<file path="src/rtl/fiber_link_supervisor.sv">
module fiber_link_supervisor #(
  parameter int unsigned QUAL_CYCLES = 875_000,
  parameter int unsigned WAIT_MIN    = 6_250_000,
  parameter int unsigned WAIT_MAX    = 18_750_000,
  parameter int unsigned TONE_HALF   = 12,
  parameter logic [31:0] LFSR_SEED   = 32'hACE1_2468
) (
  input  logic clk,
  input  logic rst,
  input  logic sig_ok,
  input  logic tx_idle,
  input  logic rx_active,
  output logic tx_en,
  output logic rx_en,
  output logic lb_en,
  output logic idle_sel,
  output logic idle_tone,
  output logic led_n
);

  localparam int unsigned SPAN = WAIT_MAX - WAIT_MIN;
  localparam int QW = $clog2(2 * QUAL_CYCLES + 1);
  localparam int WW = $clog2(WAIT_MAX + 1);
  localparam int SW = (SPAN > 1) ? $clog2(SPAN + 1) : 1;
  localparam int TW = $clog2(TONE_HALF + 1);
  localparam int unsigned RUN_MAX = QUAL_CYCLES + WAIT_MIN + 1;
  localparam int RW = $clog2(RUN_MAX + 1);

  typedef enum logic [1:0] {S_LOW, S_WAIT, S_HOLD, S_PASS} state_t;

  state_t        st;
  logic [QW-1:0] qcnt;
  logic [WW-1:0] wcnt, wload;
  logic [31:0]   lfsr;
  logic [TW-1:0] tcnt;
  logic [SW-1:0] rnd;
  logic          quiet;

  assign quiet = tx_idle && !rx_active;
  assign rnd   = lfsr[SW-1:0];
  assign wload = (32'(rnd) > SPAN) ? WW'(WAIT_MAX - 1) : WW'(WAIT_MIN - 1 + 32'(rnd));

  assign tx_en    = (st == S_PASS);
  assign rx_en    = (st == S_PASS);
  assign lb_en    = (st == S_PASS);
  assign idle_sel = (st != S_PASS);
  assign led_n    = (st != S_PASS);

  always_ff @(posedge clk) begin
    if (rst) lfsr <= LFSR_SEED;
    else     lfsr <= {lfsr[30:0], 1'b0} ^ (lfsr[31] ? 32'h04C1_1DB7 : 32'h0);
  end

  always_ff @(posedge clk) begin
    if (rst) begin
      tcnt      <= '0;
      idle_tone <= 1'b0;
    end else if (tcnt == TW'(TONE_HALF - 1)) begin
      tcnt      <= '0;
      idle_tone <= ~idle_tone;
    end else begin
      tcnt <= tcnt + 1'b1;
    end
  end

  always_ff @(posedge clk) begin
    if (rst) begin
      st   <= S_LOW;
      qcnt <= '0;
      wcnt <= '0;
    end else begin
      case (st)
        S_LOW:
          if (!sig_ok) qcnt <= '0;
          else if (qcnt == QW'(QUAL_CYCLES - 1)) begin
            st   <= S_WAIT;
            qcnt <= '0;
            wcnt <= wload;
          end else qcnt <= qcnt + 1'b1;
        S_WAIT:
          if (!sig_ok) st <= S_LOW;
          else if (wcnt == '0) st <= S_HOLD;
          else wcnt <= wcnt - 1'b1;
        S_HOLD:
          if (!sig_ok) st <= S_LOW;
          else if (quiet) st <= S_PASS;
        S_PASS:
          if (sig_ok) qcnt <= '0;
          else if (qcnt == QW'(2 * QUAL_CYCLES - 1)) begin
            st   <= S_LOW;
            qcnt <= '0;
          end else qcnt <= qcnt + 1'b1;
        default: st <= S_LOW;
      endcase
    end
  end

  logic [RW-1:0] run;
  always_ff @(posedge clk) begin
    if (rst || !sig_ok) run <= '0;
    else if (run != RW'(RUN_MAX)) run <= run + 1'b1;
  end

  a_r1_reset_state: assert property (@(posedge clk)
    rst |=> (!tx_en && !rx_en && !lb_en && idle_sel && led_n && !idle_tone));

  a_r4_min_wait: assert property (@(posedge clk) disable iff (rst)
    $rose(tx_en) |-> (run >= RW'(RUN_MAX)));

  a_r5_quiet_on_enable: assert property (@(posedge clk) disable iff (rst)
    $rose(tx_en) |-> ($past(tx_idle) && !$past(rx_active) && $past(sig_ok)));

  a_r7_drop_needs_dark: assert property (@(posedge clk) disable iff (rst)
    $fell(tx_en) |-> !$past(sig_ok));

  a_r8_tone_steady: assert property (@(posedge clk) disable iff (rst)
    (tcnt != TW'(TONE_HALF - 1)) |=> $stable(idle_tone));

endmodule

</file>
<file path="config.mk">
export PLATFORM = sky130hd
export DESIGN_NAME = fiber_link_supervisor
export DESIGN_NICKNAME = d
export VERILOG_FILES = /design/src/rtl/fiber_link_supervisor.sv
export SDC_FILE = /design/constraint.sdc
export NUM_CORES = 1
export LEC_CHECK = 0
export BUFFER_PORTS_ARGS = -buffer_cell sky130_fd_sc_hd__buf_2
export CAP_MARGIN = 20
export CORE_ASPECT_RATIO = 1.2
export CORE_MARGIN = 3
export CORE_UTILIZATION = 30
export CTS_CLUSTER_SIZE = 10
export DETAILED_ROUTE_END_ITERATION = 8
export PLACE_DENSITY = 0.43
export SYNTH_ARGS = -nofsm -noshare
export SYNTH_HDL_FRONTEND = slang
export SYNTH_SLANG_ARGS = --single-unit
</file>
<file path="constraint.sdc">
create_clock -name clk -period 2.7 [get_ports clk]
set_clock_uncertainty 0.15 [all_clocks]
set_input_delay 0.27 -clock clk [delete_from_list [all_inputs] [get_ports clk]]
set_output_delay 0.27 -clock clk [all_outputs]
set_load 0.05 [all_outputs]
</file>
==> flow_summary_export.csv, run 1 <==
group,metric,value,unit
place,dp_hpwl,9240,um
grt,grt_use_met2,0.2716,
die,pin_count,11,
power_and_ir_drop,p_clk_frac,0.416,
setup_path,critical_path_class,"register to register",
synthesis,synth_edf_count,0,
synthesis,synthFlopType,"dfxtp_1",
power_and_ir_drop,peakVddDrop,318.1,uV
place,port-buffer-count,10,
die,initial_utilization,0.3125,
layout,diodes,0,
setup_path,endpoint_kind,"register",
worst_hold_path,hp-class,"input pin to register",
die,core.rowCount,48,
grt,grt_pass1_vias,3943,
cts,post_cts_buffers,0,
cts,clk_pin_slew,0.07,ns
setup_path,worstPathRequired,2.83,ns
setup_path,critPathBufInv,1,
sta,tightest_slew,0.7885,ns
synthesis,synth.avg_cell_area,8.236,um^2
setup_path,cpPeakStageDelay,0.62,ns
synthesis,synth_top_area_cell,"dfxtp_1",
synthesis,synth_area_leaders,"dfxtp_1, xnor2_1, nor2_1",
worst_hold_path,whs_endpoint,"wcnt[1]",
route,drt_wl_total,12450,um
setup_path,cp_slowest_cell,"or4_1",
cts,cts_buffers,9,
layout,fin_util,0.3614,
setup_path,reg2reg_slack,0.18,ns
layout,area_growth,15.66,%
setup_path,reg2regPathDepth,8,
setup_path,crit_chain,"inv_1 -> ha_1 -> nor3b_1 -> or4_1 -> a31oi_1 -> xnor2_1 -> nand3_1 -> a21oi_1",
synthesis,ys_types,67,
route,drt_iter0_markers,206,
die,die_h,141.3,um
grt,use_met1,0.1837,
worst_hold_path,holdPathStages,2,
power_and_ir_drop,p_int,2224,uW
worst_hold_path,min_from,"rst",
cts,cts_tree,"yes",
sta,whs,0.2112,ns
power_and_ir_drop,switching_power,897.4,uW
setup_path,cp.arrival,2.65,ns
grt,grt_use_met3,0.02153,
route,via_per_inst,5.032,
synthesis,synth_top_area_frac,0.3716,
power_and_ir_drop,p_seq_frac,0.439,
sta,hold_viol,0,
grt,grt_overflow,0,
power_and_ir_drop,pwr-share-comb,0.145,
grt,grt_busiest_layer,"met2",
route,route.detailed.drc,0,
sta,fmax,0.3975,GHz
route,wl_per_cell,15.92,um
grt,grt_max_degree,24,
synthesis,syn_area,4579,um^2
setup_path,cp_top_family,"simple AND/OR/NAND/NOR gates",
setup_path,startpoint_type,"register",
layout,nets,591,
grt,grt_pass1_wl,20680,um
place,dp_slack,0.2363,ns
sta,relSlewSlack,0.4736,
synthesis,yosys_register_bits,85,
setup_path,cp_max_fo,5,
cts,cts_max_level,3,
run,max_cap_viol_count,0,
run_status,outcome,"complete, no violations",
synthesis,yosysMostFrequentCell,"dfxtp_1",
sta,setup-tns-final,0,ns
cts,clock_path_buffers,2,
setup_path,regToRegStartpoint,"lfsr[0]",
grt,antenna_found_initial,0,
power_and_ir_drop,fin_total_pwr,3121,uW
layout,drive_gt1_frac,0.1392,
die,dieArea,16790,um^2
power_and_ir_drop,power_density,589.3,nW/um^2
synthesis,syn_inst,556,
cts,cts.sinks,85,
synthesis,ys_async_sr_fraction,0,
setup_path,reg2reg_to,"wcnt[22]",
cts,insertion_delay,0.35,ns
synthesis,synth-seq-area-share,0.3716,
route,ant_nets,0,
route,route.vias.total,3935,
die,core,14650,um^2
power_and_ir_drop,p_leak,0.001964,uW
die,die_w,118.8,um
grt,grt_util_all_layers,0.1533,
cts,clockRootBuffer,"clkbuf_16",
sta,setup_violations,0,
sta,slew_viol_final,0,
synthesis,synth_common_cells,"dfxtp_1, nor2_1, nand2_1",
sta,worst_slack,0.1844,ns
power_and_ir_drop,swShare,0.2875,
sta,min_period,2.516,ns
synthesis,synth_warnings,0,
synthesis,syn_nets,570,
route,drt_pass1_iterations,6,
place,gp_congestion,0.8822,
sta,period_share,0.9317,
## cells by family (layout without fill, tap and decap cells)
group	count (synthesis)	count (layout)	share of synthesized area
xor gates and xnor gates	55	55	0.1052
buffers and inverters	51	77	0.04727
muxes	2	2	0.004372
DFF	85	85	0.3716
AOI/OAI and AO/OA	108	108	0.1634
adders and majority gates	9	9	0.02459
and+or+nand+nor	246	246	0.2836
## worst reg2reg max path: stages (launching register included)
cell     delay [ns]
dfxtp_1        0.43
inv_1          0.09
ha_1           0.23
nor3b_1        0.17
or4_1          0.62
a31oi_1        0.29
xnor2_1        0.16
nand3_1        0.13
a21oi_1        0.18
## placed cells by master, fill, tap and decap left out, types with 3 or more instances in the layout
master / n
a31o_2: 4
buf_2: 10
or2_2: 10
a31oi_1: 8
nor4_1: 11
ha_1: 9
nand3b_1: 3
o31ai_1: 6
nand4_1: 11
a211oi_1: 8
nor2b_1: 13
inv_1: 16
nand3_1: 10
o41ai_1: 3
nand2_1: 51
buf_4: 34
o31a_1: 3
o21ai_0: 24
and2_1: 3
nor3b_1: 6
and3_1: 6
or3_1: 5
nor4b_1: 3
xnor2_1: 36
a21oi_1: 22
nor2_1: 68
dfxtp_1: 85
nand4b_1: 8
and4b_1: 4
xor2_1: 19
or4_1: 6
clkbuf_16: 9
nor3_1: 19
a221oi_1: 3
## worst max-delay path by stage
stage	from	endpoint	slack (ns)	cells after the start
global route	lfsr[9]	wcnt[21]	-0.01	6
floorplan	st[1]	wcnt[14]	0.26	9
finish	lfsr[0]	wcnt[22]	0.18	8
detailed placement	lfsr[0]	wcnt[22]	0.24	8
global placement	lfsr[6]	wcnt[21]	0.22	6
CTS	lfsr[0]	wcnt[22]	0.20	8
## stage by stage
step | area, um^2 | std cells
3_3_place_gp | 4982 | 766
3_5_place_dp | 4982 | 766
5_1_grt | 5296 | 782
4_1_cts | 5290 | 782
2_1_floorplan | 4579 | 556
6_report | 5296 | 782
## final cells by class
class                      instances  area, um^2
clock buffer                       9       225.2
inverter                          17       63.81
fill                            1590        9358
multi-input combinational        420        2668
clock inverter                     7       82.58
tap                              200       250.2
sequential                        85        1702
timing repair buffer              44       305.3
## power by group through the flow
stage	Sequential (uW)	Clock, uW	Combinational, uW
after floorplan	1370	0	327
after global placement	1400	0	453
after global routing	1380	1380	501
after CTS	1370	1340	454
final	1370	1300	451
after detailed placement	1400	0	451
## repair_timing
item / CTS / global route
resized for setup: 0 / 1
setup endpoints to repair: 0 / 1
hold buffers: 0 / 0
hold endpoints to repair: 0 / 0
## registers in the layout (all words and copies together), names as in the netlist
register	flops
lfsr	32
wcnt	25
qcnt	21
tcnt	4
st	2
idle_tone	1
## per-layer routing
metal | wire [um] | vias up | share of wire
li1 | - | 2013 | -
met4 | 325 | 0 | 0.026
met5 | 0 | - | 0
met3 | 283 | 21 | 0.023
met1 | 5567 | 1847 | 0.45
met2 | 6273 | 54 | 0.50
Power figures use the tool's default switching activity.
==> run 2: changes to the inputs <==
- BUFFER_PORTS_ARGS: -buffer_cell sky130_fd_sc_hd__buf_2 -> -buffer_cell sky130_fd_sc_hd__clkbuf_2
- CTS_CLUSTER_SIZE: 10 -> 14
- RECOVER_POWER: default -> 50
==> run 2 against run 1 <==
  * Critical path type unchanged
  * Design area down 0.40%
  * Critical path depth down 1
  * Combinational power about the same
  * Highest routed layer unchanged
  * Global-route usage up 0.099 points
  * Sequential share of layout area up 0.13 points
  * Largest cell class unchanged
  * Critical endpoint is now wcnt[24]
  * Clock power down 5%
  * Total power down 2.3%
  * Routed wire length down 0.64%
==> flow_summary_export.csv, run 2 (same netlist as run 1, synthesis figures left out) <==
group,metric,value,unit
run_status,outcome,"complete, no violations",
layout,diodes,0,
layout,multi_input_area,2661,um^2
worst_hold_path,hp-class,"input pin to register",
route,ant_nets,0,
grt,grt_max_degree,32,
sta,min_period,2.475,ns
place,dp_hpwl,9226,um
power_and_ir_drop,power_density,578.3,nW/um^2
grt,grt_pass1_wl,20760,um
cts,clk_pin_slew,0.07,ns
sta,worst_slack,0.2255,ns
sta,relSlewSlack,0.4679,
die,pin_count,11,
grt,antenna_found_initial,0,
route,highest_layer,"met4",
cts,clockRootBuffer,"clkbuf_16",
route,route.vias.total,3954,
layout,mostFrequentLayoutCells,"dfxtp_1, nor2_1, nand2_1, xnor2_1, buf_4",
cts,clock_path_buffers,2,
cts,insertion_delay,0.36,ns
layout,drive_gt1_frac,0.1237,
layout,finalInstanceArea,5275,um^2
power_and_ir_drop,peakVddDrop,296.0,uV
route,route.detailed.drc,0,
grt,grt_overflow,0,
setup_path,endpoint_kind,"register",
route,drt_iter0_markers,159,
cts,ctsHoldBuffers,0,
layout,largestRegisters,"lfsr x32, wcnt x25, qcnt x21",
cts,cts_buffers,9,
place,port-buffer-count,10,
route,via_per_inst,5.056,
sta,period_share,0.9165,
setup_path,cp_slowest_cell,"or4_1",
cts,cts_tree,"yes",
setup_path,worstPathRequired,2.82,ns
power_and_ir_drop,p_leak,0.001939,uW
sta,slew_viol_final,0,
route,wl_met3,255,um
grt,grt_pass1_vias,3983,
grt,grt_util_all_layers,0.1543,
setup_path,startpoint_type,"register",
die,core,14650,um^2
cts,post_cts_resized,0,
route,drt_pass1_iterations,4,
place,gp_congestion,0.8161,
layout,area_growth,15.19,%
die,die_h,141.3,um
place,dp_slack,0.2523,ns
route,wl_met1,5514,um
die,dieArea,16790,um^2
layout,ff_latch_area,1702,um^2
sta,hold_viol,0,
setup_path,crit_chain,"inv_1 -> ha_1 -> nor3b_1 -> or4_1 -> a31oi_1 -> o21ai_0 -> a211oi_1",
layout,final_common_cell,"dfxtp_1",
sta,tightest_slew,0.7970,ns
sta,fmax,0.4041,GHz
die,initial_utilization,0.3125,
run,max_cap_viol_count,0,
cts,cts.sinks,85,
cts,post_cts_buffers,0,
route,routed-wl-met2,6225,um
layout,largest-register,"lfsr",
place,placed_area,4995,um^2
route,drt_wl_total,12370,um
layout,fillerInstances,1599,
route,wl_per_cell,15.82,um
cts,cts_max_level,3,
sta,setup-tns-final,0,ns
die,die_w,118.8,um
setup_path,cp_max_fo,5,
sta,rsz0062_at_grt,"false",
die,core.rowCount,48,
setup_path,cp.arrival,2.59,ns
layout,nets,591,
setup_path,cpPeakStageDelay,0.60,ns
power_and_ir_drop,fin_total_pwr,3050,uW
setup_path,critical_path_class,"register to register",
sta,setup_violations,0,
layout,largest_reg_flops,32,
==> run 2: through the flow <==
stage / hold WS (ns) / util / cells
6_report: 0.2288 / 0.3600 / 782
5_1_grt: 0.2626 / 0.3600 / 782
4_1_cts: 0.2018 / 0.3610 / 782
3_5_place_dp: 0.2474 / 0.3408 / 766
3_3_place_gp: 0.2402 / 0.3408 / 766
2_1_floorplan: 0.2395 / - / 556
==> run 2: worst max-delay path: cells and delay by family (launching register included) <==
kind            cells  cell delay, ns
compound gates      3            0.73
fa+ha+maj           1            0.22
buf+inv             1            0.08
flops               1            0.43
simple gates        2            0.77
==> run 2: cell type report <==
class	count	area share
repair buffers	44	0.05740
well taps	200	0.04744
clock inverters	7	0.01328
inverters	17	0.01210
flip-flops and latches	85	0.3226
clock buffers	9	0.04269
multi-input cells	420	0.5045
==> run 2: per-layer routing <==
layer / track usage / vias up
met5: 0 / -
met3: 0.02432 / 23
met4: 0.07077 / 0
li1: - / 2010
met2: 0.2731 / 40
met1: 0.1833 / 1881
==> run 2: final timing paths <==
check	startpoint	end	slack, ns	cells past startpoint
max	lfsr[0]	wcnt[24]	0.23	7
min	sig_ok	qcnt[1]	0.23	4
max reg2reg	lfsr[0]	wcnt[24]	0.23	7
min reg2reg	lfsr[28]	lfsr[29]	0.26	1
==> run 2: where the power goes <==
group	switching [uW]	internal [uW]	total, uW
sequential	65.2	1310	1370
combinational	262	187	449
clock	583	647	1230
total	910	2140	3050
